--- config.mk ---
export PLATFORM = sky130hd
export DESIGN_NAME = video_status_regs
export DESIGN_NICKNAME = d
export VERILOG_FILES = /design/src/rtl/video_status_pkg.sv /design/src/rtl/video_status_ctrl.sv /design/src/rtl/video_status_dp.sv /design/src/rtl/video_status_regs.sv
export SDC_FILE = /design/constraint.sdc
export NUM_CORES = 1
export LEC_CHECK = 0
export BUFFER_PORTS_ARGS = -buffer_cell sky130_fd_sc_hd__buf_2
export CAP_MARGIN = 10
export CORE_MARGIN = 2
export CORE_UTILIZATION = 35
export CTS_CLUSTER_SIZE = 30
export DETAILED_ROUTE_END_ITERATION = 8
export GPL_TIMING_DRIVEN = 0
export PLACE_DENSITY = 0.69
export SLEW_MARGIN = 40
export SYNTH_ARGS = -nofsm -noshare
export SYNTH_HDL_FRONTEND = slang
export SYNTH_SLANG_ARGS = --single-unit
--- constraint.sdc ---
create_clock -name clk -period 2.5 [get_ports clk]
set_input_delay 0.125 -clock clk [delete_from_list [all_inputs] [get_ports clk]]
set_output_delay 0.125 -clock clk [all_outputs]
set_load 0.05 [all_outputs]
--- src/rtl/video_status_pkg.sv ---
package video_status_pkg;
  typedef enum logic [2:0] {
    SEL_BUS, SEL_NMI, SEL_IRQ, SEL_BLANK, SEL_IO, SEL_PAD2
  } readSel_e;

  typedef struct packed {
    logic     busRd;
    logic     busWr;
    logic     clrNmi;
    logic     clrIrq;
    logic     ioWr;
    readSel_e sel;
  } strobe_t;
endpackage

--- src/rtl/video_status_ctrl.sv ---
module video_status_ctrl
  import video_status_pkg::*;
#(
  parameter logic [15:0] ADDR_NMI   = 16'h4210,
  parameter logic [15:0] ADDR_IRQ   = 16'h4211,
  parameter logic [15:0] ADDR_BLANK = 16'h4212,
  parameter logic [15:0] ADDR_IORD  = 16'h4213,
  parameter logic [15:0] ADDR_IOWR  = 16'h4201,
  parameter logic [15:0] ADDR_PAD2  = 16'h4017
) (
  input  logic [15:0] addr,
  input  logic        rdEn,
  input  logic        wrEn,
  output strobe_t     stb
);
  logic readOnly;

  always_comb begin
    readOnly   = rdEn && !wrEn;
    stb        = '0;
    stb.busWr  = wrEn;
    stb.busRd  = readOnly;
    stb.clrNmi = readOnly && (addr == ADDR_NMI);
    stb.clrIrq = readOnly && (addr == ADDR_IRQ);
    stb.ioWr   = wrEn && (addr == ADDR_IOWR);
    case (addr)
      ADDR_NMI:   stb.sel = SEL_NMI;
      ADDR_IRQ:   stb.sel = SEL_IRQ;
      ADDR_BLANK: stb.sel = SEL_BLANK;
      ADDR_IORD:  stb.sel = SEL_IO;
      ADDR_PAD2:  stb.sel = SEL_PAD2;
      default:    stb.sel = SEL_BUS;
    endcase
  end
endmodule

--- src/rtl/video_status_dp.sv ---
module video_status_dp
  import video_status_pkg::*;
#(
  parameter int HCNT_W    = 11,
  parameter int VCNT_W    = 9,
  parameter int HBLANK_LO = 2,
  parameter int HBLANK_HI = 1096
) (
  input  logic              clk,
  input  logic              rstN,
  input  strobe_t           stb,
  input  logic [7:0]        wrData,
  input  logic [HCNT_W-1:0] hCount,
  input  logic [VCNT_W-1:0] vCount,
  input  logic [VCNT_W-1:0] activeLines,
  input  logic              nmiEvent,
  input  logic              irqEvent,
  input  logic              pollBusy,
  input  logic [3:0]        version,
  input  logic [1:0]        pad2Data,
  output logic [7:0]        rdValue,
  output logic              latchPulse
);
  localparam logic [HCNT_W-1:0] H_LO = HCNT_W'(HBLANK_LO);
  localparam logic [HCNT_W-1:0] H_HI = HCNT_W'(HBLANK_HI);

  logic [7:0] openBus;
  logic [7:0] ioPort;
  logic       nmiFlag;
  logic       irqFlag;
  logic       hBlank;
  logic       vBlank;

  always_comb begin
    hBlank = (hCount <= H_LO) || (hCount >= H_HI);
    vBlank = (vCount >= activeLines);
    case (stb.sel)
      SEL_NMI:   rdValue = {nmiFlag, openBus[6:4], version};
      SEL_IRQ:   rdValue = {irqFlag, openBus[6:0]};
      SEL_BLANK: rdValue = {vBlank, hBlank, openBus[5:1], pollBusy};
      SEL_IO:    rdValue = ioPort;
      SEL_PAD2:  rdValue = {openBus[7:5], 3'b111, pad2Data};
      default:   rdValue = openBus;
    endcase
  end

  always_ff @(posedge clk) begin
    if (!rstN) begin
      openBus    <= 8'h00;
      ioPort     <= 8'hFF;
      nmiFlag    <= 1'b0;
      irqFlag    <= 1'b0;
      latchPulse <= 1'b0;
    end else begin
      if (stb.busWr)      openBus <= wrData;
      else if (stb.busRd) openBus <= rdValue;

      if (nmiEvent)        nmiFlag <= 1'b1;
      else if (stb.clrNmi) nmiFlag <= 1'b0;

      if (irqEvent)        irqFlag <= 1'b1;
      else if (stb.clrIrq) irqFlag <= 1'b0;

      if (stb.ioWr) ioPort <= wrData;
      latchPulse <= stb.ioWr && ioPort[7] && !wrData[7];
    end
  end
endmodule

--- src/rtl/video_status_regs.sv ---
module video_status_regs
  import video_status_pkg::*;
#(
  parameter int HCNT_W    = 11,
  parameter int VCNT_W    = 9,
  parameter int HBLANK_LO = 2,
  parameter int HBLANK_HI = 1096
) (
  input  logic              clk,
  input  logic              rstN,
  input  logic [15:0]       addr,
  input  logic              rdEn,
  input  logic              wrEn,
  input  logic [7:0]        wrData,
  output logic [7:0]        rdData,
  input  logic [HCNT_W-1:0] hCount,
  input  logic [VCNT_W-1:0] vCount,
  input  logic [VCNT_W-1:0] activeLines,
  input  logic              nmiEvent,
  input  logic              irqEvent,
  input  logic              pollBusy,
  input  logic [3:0]        version,
  input  logic [1:0]        pad2Data,
  output logic              latchPulse
);
  strobe_t stb;

  video_status_ctrl u_ctrl (
    .addr (addr),
    .rdEn (rdEn),
    .wrEn (wrEn),
    .stb  (stb)
  );

  video_status_dp #(
    .HCNT_W    (HCNT_W),
    .VCNT_W    (VCNT_W),
    .HBLANK_LO (HBLANK_LO),
    .HBLANK_HI (HBLANK_HI)
  ) u_dp (
    .clk         (clk),
    .rstN        (rstN),
    .stb         (stb),
    .wrData      (wrData),
    .hCount      (hCount),
    .vCount      (vCount),
    .activeLines (activeLines),
    .nmiEvent    (nmiEvent),
    .irqEvent    (irqEvent),
    .pollBusy    (pollBusy),
    .version     (version),
    .pad2Data    (pad2Data),
    .rdValue     (rdData),
    .latchPulse  (latchPulse)
  );
endmodule

# Word level (Yosys, flattened, before mapping)
# Cells that the tools add are included.
# W data, S select, Z words.
[totals] out_inout_bits=9 memories=0 wordCells=39 latch_bits=0 ff_bits=19 ramBits=0 input_bits=66 mem_bits_ro=0
[classes] n_mul=0 eq_ne=11 bitwise_logic=0 magnitude_cmp=3 div=0 n_shift=0 n_addsub=0 n_reduce_logical=12 mux=8
[ops] operator="$eq A16 B15 Y1 const B" n=6
[ops] operator="$pmux W8 S5" n=1
[ops] operator="$mux W8" n=2
[ops] operator="$pmux W3 S5" n=1
[ops] operator="$ge A11 B11 Y1 const B" n=1
[ops] operator="$le A11 B2 Y1 const B" n=1
[ops] operator="$ge A9 B9 Y1" n=1
[ops] operator="$eq A3 B2 Y1 const B" n=2
[ops] operator="$eq A3 B3 Y1 const B" n=2
[ops] operator="$logic_and A1 B1 Y1" n=6
[ops] operator="$reduce_bool A2 Y1" n=3
[ops] operator="$mux W1" n=4
[ops] operator="$eq A3 B1 Y1 const B" n=1
[ops] operator="$logic_not A1 Y1" n=2
[ops] operator="$logic_or A1 B1 Y1" n=1

# Logic depth before layout (Yosys ltp)
# Gate-level depths: netlist (run 1).
[logic_depth] ltp_word=6 depth_mapped=8 ltp_nobuf=8

# By module
# A second synthesis (run 1) with hierarchy kept.
[unflattened] hier_cells=188 hier_area_um2=1535.2
[modules_own_cells] module="video_status_dp" seq_area_each_um2=380.4 cells_per_inst=162 instances=1 area_per_inst_um2=1328.8
[modules_own_cells] module="video_status_ctrl" seq_area_each_um2=0.0 cells_per_inst=26 instances=1 area_per_inst_um2=206.4

# Worst setup path before layout (run 1)
# No wires, ideal clock.
[synth_path] path_kind="input to register" from="input port addr[5]" to="register u_dp.openBus[4]" cell_stages=6 setup_ns=0.062 t_arrival_ns=2.495 path_slack_ns=-0.058 path_buffers=1 t_required_ns=2.438 cell_sequence="nor3_1 > nand4_2 > or2_1 > buf_2 > o21ai_0 > a31o_2"
[synth_via] elab_chain_len=6 elab_cells_between_ends=14 cone_classes="eq/ne (10); mux (4)"
[synth_lines] element="start, declared" line_no="video_status_regs.sv:11" source="input logic [15:0] addr,"
[synth_lines] element="$eq A16 B15 Y1" line_no="video_status_ctrl.sv:26" source="case (addr)"
[synth_lines] element="$pmux W3 S5 *" line_no="video_status_ctrl.sv:26"
[synth_lines] element="$eq A3 B3 Y1, or another cell as far along" line_no="video_status_dp.sv:37" source="case (stb.sel)"
[synth_lines] element="$pmux W8 S5 *" line_no="video_status_dp.sv:37"
[synth_lines] element="net rdData[4]" line_no="video_status_regs.sv:15" source="output logic [7:0] rdData,"
[synth_lines] element="$mux W8 *" line_no="video_status_dp.sv:56" source="else if (stb.busRd) openBus <= rdValue;"
[synth_lines] element="$mux W8 *" line_no="video_status_dp.sv:55" source="if (stb.busWr) openBus <= wrData;"
[synth_lines] element="end signal, assigned" line_no="video_status_dp.sv:55"
[synth_lines] element="end signal, assigned" line_no="video_status_dp.sv:56"
[synth_lines] element="end, declared" line_no="video_status_dp.sv:27" source="logic [7:0] openBus;"
# Mark *: on every way through the listed nets, which the timed path passes. The rest lies on a longest branch. The select of a mux whose other input is x is not followed.
# A chain may end at the register's enable or synchronous reset.

# Worst setup path in the final report (run 1)
[layout_path] from="input port addr[9]" to="output port rdData[7]"
[layout_via] elab_chain_len=4 elab_cells_between_ends=12 cone_classes="eq/ne (10); mux (2)"
[layout_lines] element="$eq A16 B15 Y1" line_no="video_status_ctrl.sv:26"
[layout_lines] element="$pmux W3 S5 *" line_no="video_status_ctrl.sv:26"
[layout_lines] element="$eq A3 B3 Y1, or another cell as far along" line_no="video_status_dp.sv:37"
[layout_lines] element="$pmux W8 S5 *" line_no="video_status_dp.sv:37"
[layout_lines] element="end, declared" line_no="video_status_regs.sv:15"
# Mark *: on every way between the ends. The rest lies on a longest branch, timed or not.

==> impl_metrics.py, run 1 <==
metrics = {
    "critical_path": {
        "crit_path_end_kind": "output pin",
        "worstReg2RegStart": "u_dp.openBus[6]",
        "r2r-end": "u_dp.openBus[6]",
        "required_ns": 2.38,
        "cp_max_fo": 7,
        "critical_path_class": "input port to output pin",
        "critPathLaunch": "addr[9]",
        "critical_path.startpoint_type": "input port",
        "cp_slowest_cell": "or4b_1",
        "path_cells": "buf_2, nor2b_1, clkbuf_1, nand2_1, or4b_1, mux2i_1, a221oi_2, or3b_1, buf_2",
        "r2r_setup_slack_ns": 1.42,
        "reg2reg_depth": 3,
        "critPathMaxStageDelay_ns": 0.56,
        "cp.arrival_ns": 2.19,
        "critical_path.most_common_cell": "buf_2",
    },
    "timing": {
        "tightest_slew_ns": 0.4905,
        "fmax_mhz": 431.2,
        "setup_viol": 0,
        "fin_skew_ns": 0.001605,
        "drv_slew": 0,
        "rsz0062_at_grt": "no",
        "final.setup.tns_ns": 0,
        "fin_crit_sh_pct": 92.76,
        "holdWs_ns": 0.05681,
        "hold_viol": 0,
        "fin_crit_ns": 2.319,
        "maxSlewHeadroom_pct": 67.30,
    },
    "yosys": {
        "synth-seq-cells": 19,
        "synth_most_common_cell": "nand2_1",
        "synth-async-reset-ratio_pct": 0,
        "synth_nets": 265,
        "synth_warnings": 0,
        "synthFlopType": "dfxtp_1",
        "synth-edff-count": 0,
        "synth.area.top_cells": "dfxtp_1, ha_1, nand2_1",
        "seq_area_frac_synth_pct": 25.94,
        "yosysUniqueCellTypes": 46,
        "syn_area_per_cell_sq_um": 7.718,
        "syn_area_sq_um": 1466,
        "synth_commonest_cells": "nand2_1, dfxtp_1, inv_1",
        "synth_top_area_share_pct": 25.94,
        "synth_top_cell_by_area": "dfxtp_1",
        "syn_inst": 190,
    },
    "clock_network": {
        "cts.htree.levels": 1,
        "cts-root-buf": "clkbuf_8",
        "cts_tree": "done",
        "cts_buffers": 3,
        "path_clk_slew_ns": 0.07,
        "clock-sinks": 19,
        "clk_latency_ns": 0.26,
        "cts.hold.buffers_added": 0,
        "cts_buffer_depth": 2,
    },
    "routing": {
        "routed_wl_mm": 3.814,
        "detail-route-antenna-nets": 0,
        "wire_per_inst_um": 12.07,
        "viasPerCell": 5.022,
        "dr.first_iter.drc_count": 57,
        "dr.pass1.iters": 4,
        "drcViolationCount": 0,
        "vias": 1587,
    },
    "die": {
        "num_rows": 23,
        "fp.dieH_um": 68.73,
        "die-area_sq_um": 4724,
        "core_sq_um": 4029,
        "pin_count": 75,
        "die_x_um": 68.73,
        "start_util_pct": 36.40,
    },
    "place": {
        "place_congestion": 0.7711,
        "port_buffers": 71,
        "dp_hpwl_mm": 3.130,
        "post-place-cells": 311,
    },
    "pwr": {
        "p_seq_share_pct": 43.1,
        "vdd_drop_max_uv": 264.0,
        "power_density_nw_per_um2": 378.7,
        "pwr-share-clk_pct": 29.5,
        "combPwrFrac_pct": 27.4,
        "p_sw_mw": 0.2257,
        "swShare_pct": 30.49,
        "intPower_mw": 0.5145,
        "p_leak_nw": 0.9933,
        "finalPower_mw": 0.7402,
    },
    "cells_and_area": {
        "fin_nets": 342,
        "drive_gt1_share_pct": 35.34,
        "syn2layout_area_growth_pct": 33.28,
        "stdcell_count": 316,
        "antennaDiodeCount": 0,
    },
    "worst_hold_path": {
        "hold_end": "u_dp.latchPulse",
        "min_from": "wrData[7]",
        "hold_path.class": "input port to flop",
        "hold_depth": 2,
    },
    "global_routing": {
        "grt_pass1_wl_mm": 6.099,
        "grt_max_degree": 12,
        "grt_overflow": 0,
        "grt.total_usage_pct": 17.12,
        "grt_pass1_vias": 1473,
        "antenna_found_initial": 0,
    },
    "job": {
        "max_cap_viol_count": 0,
    },
    "outcome": {
        "status": "complete, no violations",
    },
}
==> metal layers <==
metal  vias to the layer above  global-route usage (%)  share of wire [%]
met5                         -                       0                  0
met4                         0                   3.431               0.68
met3                         5                   4.058                6.1
met2                        46                   31.13                 46
met1                       705                   20.41                 47
li1                        831                       -                  -
==> timing repair <==
| item | in CTS | in global routing |
|---|---|---|
| endpoints found under the hold margin | 0 | 0 |
| gates resized for setup | 2 | 1 |
| pin swaps | 0 | 1 |
| cloned | 0 | 0 |
| setup endpoints to repair | 1 | 1 |
| buffers inserted | 0 | 1 |
==> power groups by stage <==
stage | clock network [mW] | registers [mW] | logic [mW]
floorplan | 0 | 0.324 | 0.121
global placement | 0 | 0.325 | 0.200
detailed placement | 0 | 0.326 | 0.202
CTS | 0.226 | 0.319 | 0.204
global route | 0.240 | 0.320 | 0.227
finish | 0.219 | 0.319 | 0.203
==> kinds of logic (layout without fill, tap and decap cells) <==
family | Yosys count | after routing | share of synthesized area (%)
buffers and inverters | 24 | 100 | 7.252
and+or+nand+nor | 88 | 88 | 34.39
muxes | 9 | 9 | 6.229
adders and majority gates | 9 | 9 | 7.679
AOI/OAI and AO/OA | 41 | 41 | 18.52
DFF | 19 | 19 | 25.94
==> flip-flops by register name, indices dropped and copies added (netlist names) <==
| register | cells |
|---|---|
| u_dp.nmiFlag | 1 |
| u_dp.latchPulse | 1 |
| u_dp.openBus | 8 |
| u_dp.ioPort | 8 |
| u_dp.irqFlag | 1 |
==> critical path, delay by kind of cell <==
kind            cells  cell delay (ns)
compound gates      1             0.20
simple gates        4             1.13
mux                 1             0.17
buf+inv             3             0.58
==> cell type report <==
class,count,area (sq um)
multi-input combinational,147,996.0
clock inverter,1,5.005
timing repair buffer,72,362.8
sequential,19,380.4
inverter,15,56.30
fill,432,2074
tap,50,62.56
buffer,9,50.05
clock buffer,3,41.29
==> cells in the final DEF, fill, tap and decap left out, drive strengths merged, types with 2 or more instances in the layout <==
| master | instances |
|---|---|
| a21oi | 10 |
| a31o | 5 |
| and2b | 2 |
| buf | 75 |
| clkbuf | 9 |
| dfxtp | 19 |
| ha | 9 |
| inv | 15 |
| mux2i | 8 |
| nand2 | 28 |
| nand2b | 7 |
| nand3 | 8 |
| nand3b | 2 |
| nand4 | 4 |
| nor2 | 8 |
| nor2b | 3 |
| nor3 | 10 |
| nor3b | 4 |
| nor4 | 2 |
| o211ai | 3 |
| o21a | 2 |
| o21ai | 10 |
| o22ai | 2 |
| o311a | 2 |
| or2 | 3 |
| or4b | 2 |
==> how the worst max path moves through the flow <==
stage | slack [ns] | depth (start not counted) | end
after floorplan | 0.24 | 6 | rdData[7]
after global placement | -0.06 | 8 | rdData[7]
after detailed placement | -0.05 | 8 | rdData[7]
after CTS | 0.04 | 8 | rdData[7]
after global routing | 0.07 | 9 | rdData[7]
final | 0.18 | 9 | rdData[7]
==> per-stage QoR <==
step / setup WS, ns / cell area (sq um) / utilization, %
finish: 0.1809 / 1954 / 48.51
global route: 0.07176 / 1954 / 48.51
CTS: 0.04215 / 1941 / 48.17
detailed placement: -0.04842 / 1884 / 46.77
global placement: -0.05772 / 1884 / 46.77
floorplan: 0.2393 / 1466 / -
No activity file was read; power rests on OpenSTA's default activity.
==> run 2: changes to the inputs <==
--- a/config.mk
+++ b/config.mk
@@ -7,12 +7,14 @@
 export LEC_CHECK = 0
 export BUFFER_PORTS_ARGS = -buffer_cell sky130_fd_sc_hd__buf_2
 export CAP_MARGIN = 10
+export CELL_PAD_IN_SITES_DETAIL_PLACEMENT = 0
+export CELL_PAD_IN_SITES_GLOBAL_PLACEMENT = 1
 export CORE_MARGIN = 2
-export CORE_UTILIZATION = 35
+export CORE_UTILIZATION = 31
 export CTS_CLUSTER_SIZE = 30
 export DETAILED_ROUTE_END_ITERATION = 8
 export GPL_TIMING_DRIVEN = 0
-export PLACE_DENSITY = 0.69
+export PLACE_DENSITY = 0.84
 export SLEW_MARGIN = 40
 export SYNTH_ARGS = -nofsm -noshare
 export SYNTH_HDL_FRONTEND = slang
==> run 2 against run 1 <==
Compared with the run above:
- clock skew is 0.0021 ns higher
- via count is 2.6% higher
- fmax is 0.32% lower
==> impl_metrics.py, run 2 (synthesis gave the netlist of run 1 again) <==
metrics = {
    "outcome": {
        "status": "complete, no violations",
    },
    "timing": {
        "fin_skew_ns": 0.003711,
        "setup_viol": 0,
        "fin_crit_ns": 2.327,
        "tightest_slew_ns": 0.5387,
        "layout_setup_ws_ns": 0.1735,
        "drv_slew": 0,
        "fin_crit_sh_pct": 93.06,
        "fmax_mhz": 429.8,
        "holdWs_ns": 0.05101,
        "maxSlewHeadroom_pct": 63.81,
        "hold_viol": 0,
        "rsz0062_at_grt": "no",
    },
    "clock_network": {
        "cts_tree": "done",
        "cts.htree.levels": 1,
        "cts_buffer_depth": 2,
        "cts_buffers": 3,
        "clk_latency_ns": 0.26,
        "cts.hold.buffers_added": 0,
        "path_clk_slew_ns": 0.07,
        "clock-sinks": 19,
        "cts-root-buf": "clkbuf_8",
    },
    "critical_path": {
        "cp_max_fo": 3,
        "r2r_setup_slack_ns": 1.43,
        "critical_path_class": "input port to output pin",
        "reg2reg_depth": 3,
        "crit_buf_inv": 2,
        "critical_path.startpoint_type": "input port",
        "critPathLaunch": "addr[12]",
        "cp_slowest_cell": "or4b_1",
        "cp.arrival_ns": 2.20,
        "path_cells": "buf_2, nor4b_4, nand3_2, or4b_1, mux2i_1, a221oi_2, or3b_1, buf_2",
        "cp-endpoint": "rdData[7]",
        "cp_top_family": "simple AND/OR/NAND/NOR gates",
        "required_ns": 2.38,
        "worstReg2RegStart": "u_dp.openBus[6]",
        "critPathMaxStageDelay_ns": 0.54,
        "crit_path_end_kind": "output pin",
        "critical_path.most_common_cell": "buf_2",
        "cp.depth": 8,
        "r2r-end": "u_dp.openBus[6]",
    },
    "cells_and_area": {
        "antennaDiodeCount": 0,
        "multi_input_area_sq_um": 996.0,
        "n_fill_cell": 493,
        "fin_nets": 343,
        "layout_commonest_cell": "buf_2",
        "stdcell_count": 321,
        "reg_top3": "u_dp.ioPort (8), u_dp.openBus (8)",
        "drive_gt1_share_pct": 35.96,
        "final_cell_mix": "buf_2, nand2_1, dfxtp_1",
        "syn2layout_area_growth_pct": 34.22,
        "ff_latch_area_sq_um": 380.4,
    },
    "job": {
        "max_cap_viol_count": 0,
    },
    "global_routing": {
        "grt_pass1_wl_mm": 7.113,
        "grt_max_degree": 12,
        "grt_overflow": 0,
        "grt_pass1_vias": 1644,
        "grt.total_usage_pct": 16.88,
        "antenna_found_initial": 0,
    },
    "place": {
        "port_buffers": 71,
        "pre_cts_ws_ns": -0.1142,
        "place_congestion": 0.7863,
        "post-place-cells": 315,
        "dp_hpwl_mm": 3.431,
    },
    "pwr": {
        "vdd_drop_max_uv": 387.5,
        "finalPower_mw": 0.7430,
        "power_density_nw_per_um2": 377.5,
        "p_leak_nw": 1.002,
    },
    "routing": {
        "vias": 1628,
        "drcViolationCount": 0,
        "wire_per_inst_um": 13.26,
        "dr.first_iter.drc_count": 58,
        "routed_wl_mm": 4.256,
        "viasPerCell": 5.072,
        "detail-route-antenna-nets": 0,
        "dr.pass1.iters": 4,
    },
    "die": {
        "die-area_sq_um": 5296,
        "core_sq_um": 4629,
        "fp.dieH_um": 72.78,
        "die_x_um": 72.78,
        "start_util_pct": 31.68,
        "pin_count": 75,
        "num_rows": 25,
    },
    "worst_hold_path": {
        "hold_path.class": "input port to flop",
    },
}
-- run 2: changes by cell type in the layout (fill, tap and decap cells not counted) --
cell | before | now
buf_4 | 1 | 2
clkbuf_2 | 0 | 1
clkbuf_1 | 6 | 5
-- run 2: worst min-delay path by stage --
stage | slack (ns) | end | start | depth (start not counted)
floorplan | 0.20 | u_dp.latchPulse | wrData[7] | 1
global placement | 0.33 | u_dp.latchPulse | wrData[7] | 2
detailed placement | 0.32 | u_dp.latchPulse | wrData[7] | 2
CTS | 0.05 | u_dp.latchPulse | wrData[7] | 2
global route | 0.04 | u_dp.latchPulse | wrData[7] | 2
finish | 0.05 | u_dp.latchPulse | wrData[7] | 2
-- run 2: layer usage --
layer | global-route usage [%] | wire length, um | vias to the layer above
li1 | - | - | 837
met1 | 21.20 | 1951 | 735
met2 | 29.90 | 2001 | 50
met3 | 3.315 | 250 | 6
met4 | 3.498 | 53 | 0
met5 | 0 | 0 | -
-- run 2: area by class of cell --
cell class	instances	share of cell area [%]
repair buffers	73	18.82
well taps	54	3.433
flip-flops and latches	19	19.33
clock inverters	1	0.2543
plain buffers	9	2.606
inverters	15	2.861
multi-input cells	147	50.60
clock buffers	3	2.098
-- run 2: what timing repair did --
item	CTS	global route
pin swaps	1	1
buffers inserted	1	1
endpoints found under the setup margin	1	1
gates resized for setup	2	3
endpoints found under the hold margin	0	0
-- run 2: per-stage QoR --
step / setup TNS [ns] / util [%] / instance area, sq um
floorplan: 0 / - / 1466
global placement: -0.05806 / 40.81 / 1889
detailed placement: -0.1142 / 40.81 / 1889
CTS: 0 / 42.19 / 1953
global route: 0 / 42.51 / 1968
finish: 0 / 42.51 / 1968
-- run 2: worst register-to-register path: stages (launching register included) --
cell and delay [ns]:
dfxtp_1 0.32, a21boi_0 0.12, a211o_1 0.30, a31o_2 0.23
-- run 2: report_power, final --
part	switching, mW	total (mW)	internal, mW
sequential	0.00585	0.319	0.313
combinational	0.115	0.206	0.0909
clock	0.107	0.218	0.111
total	0.228	0.743	0.515
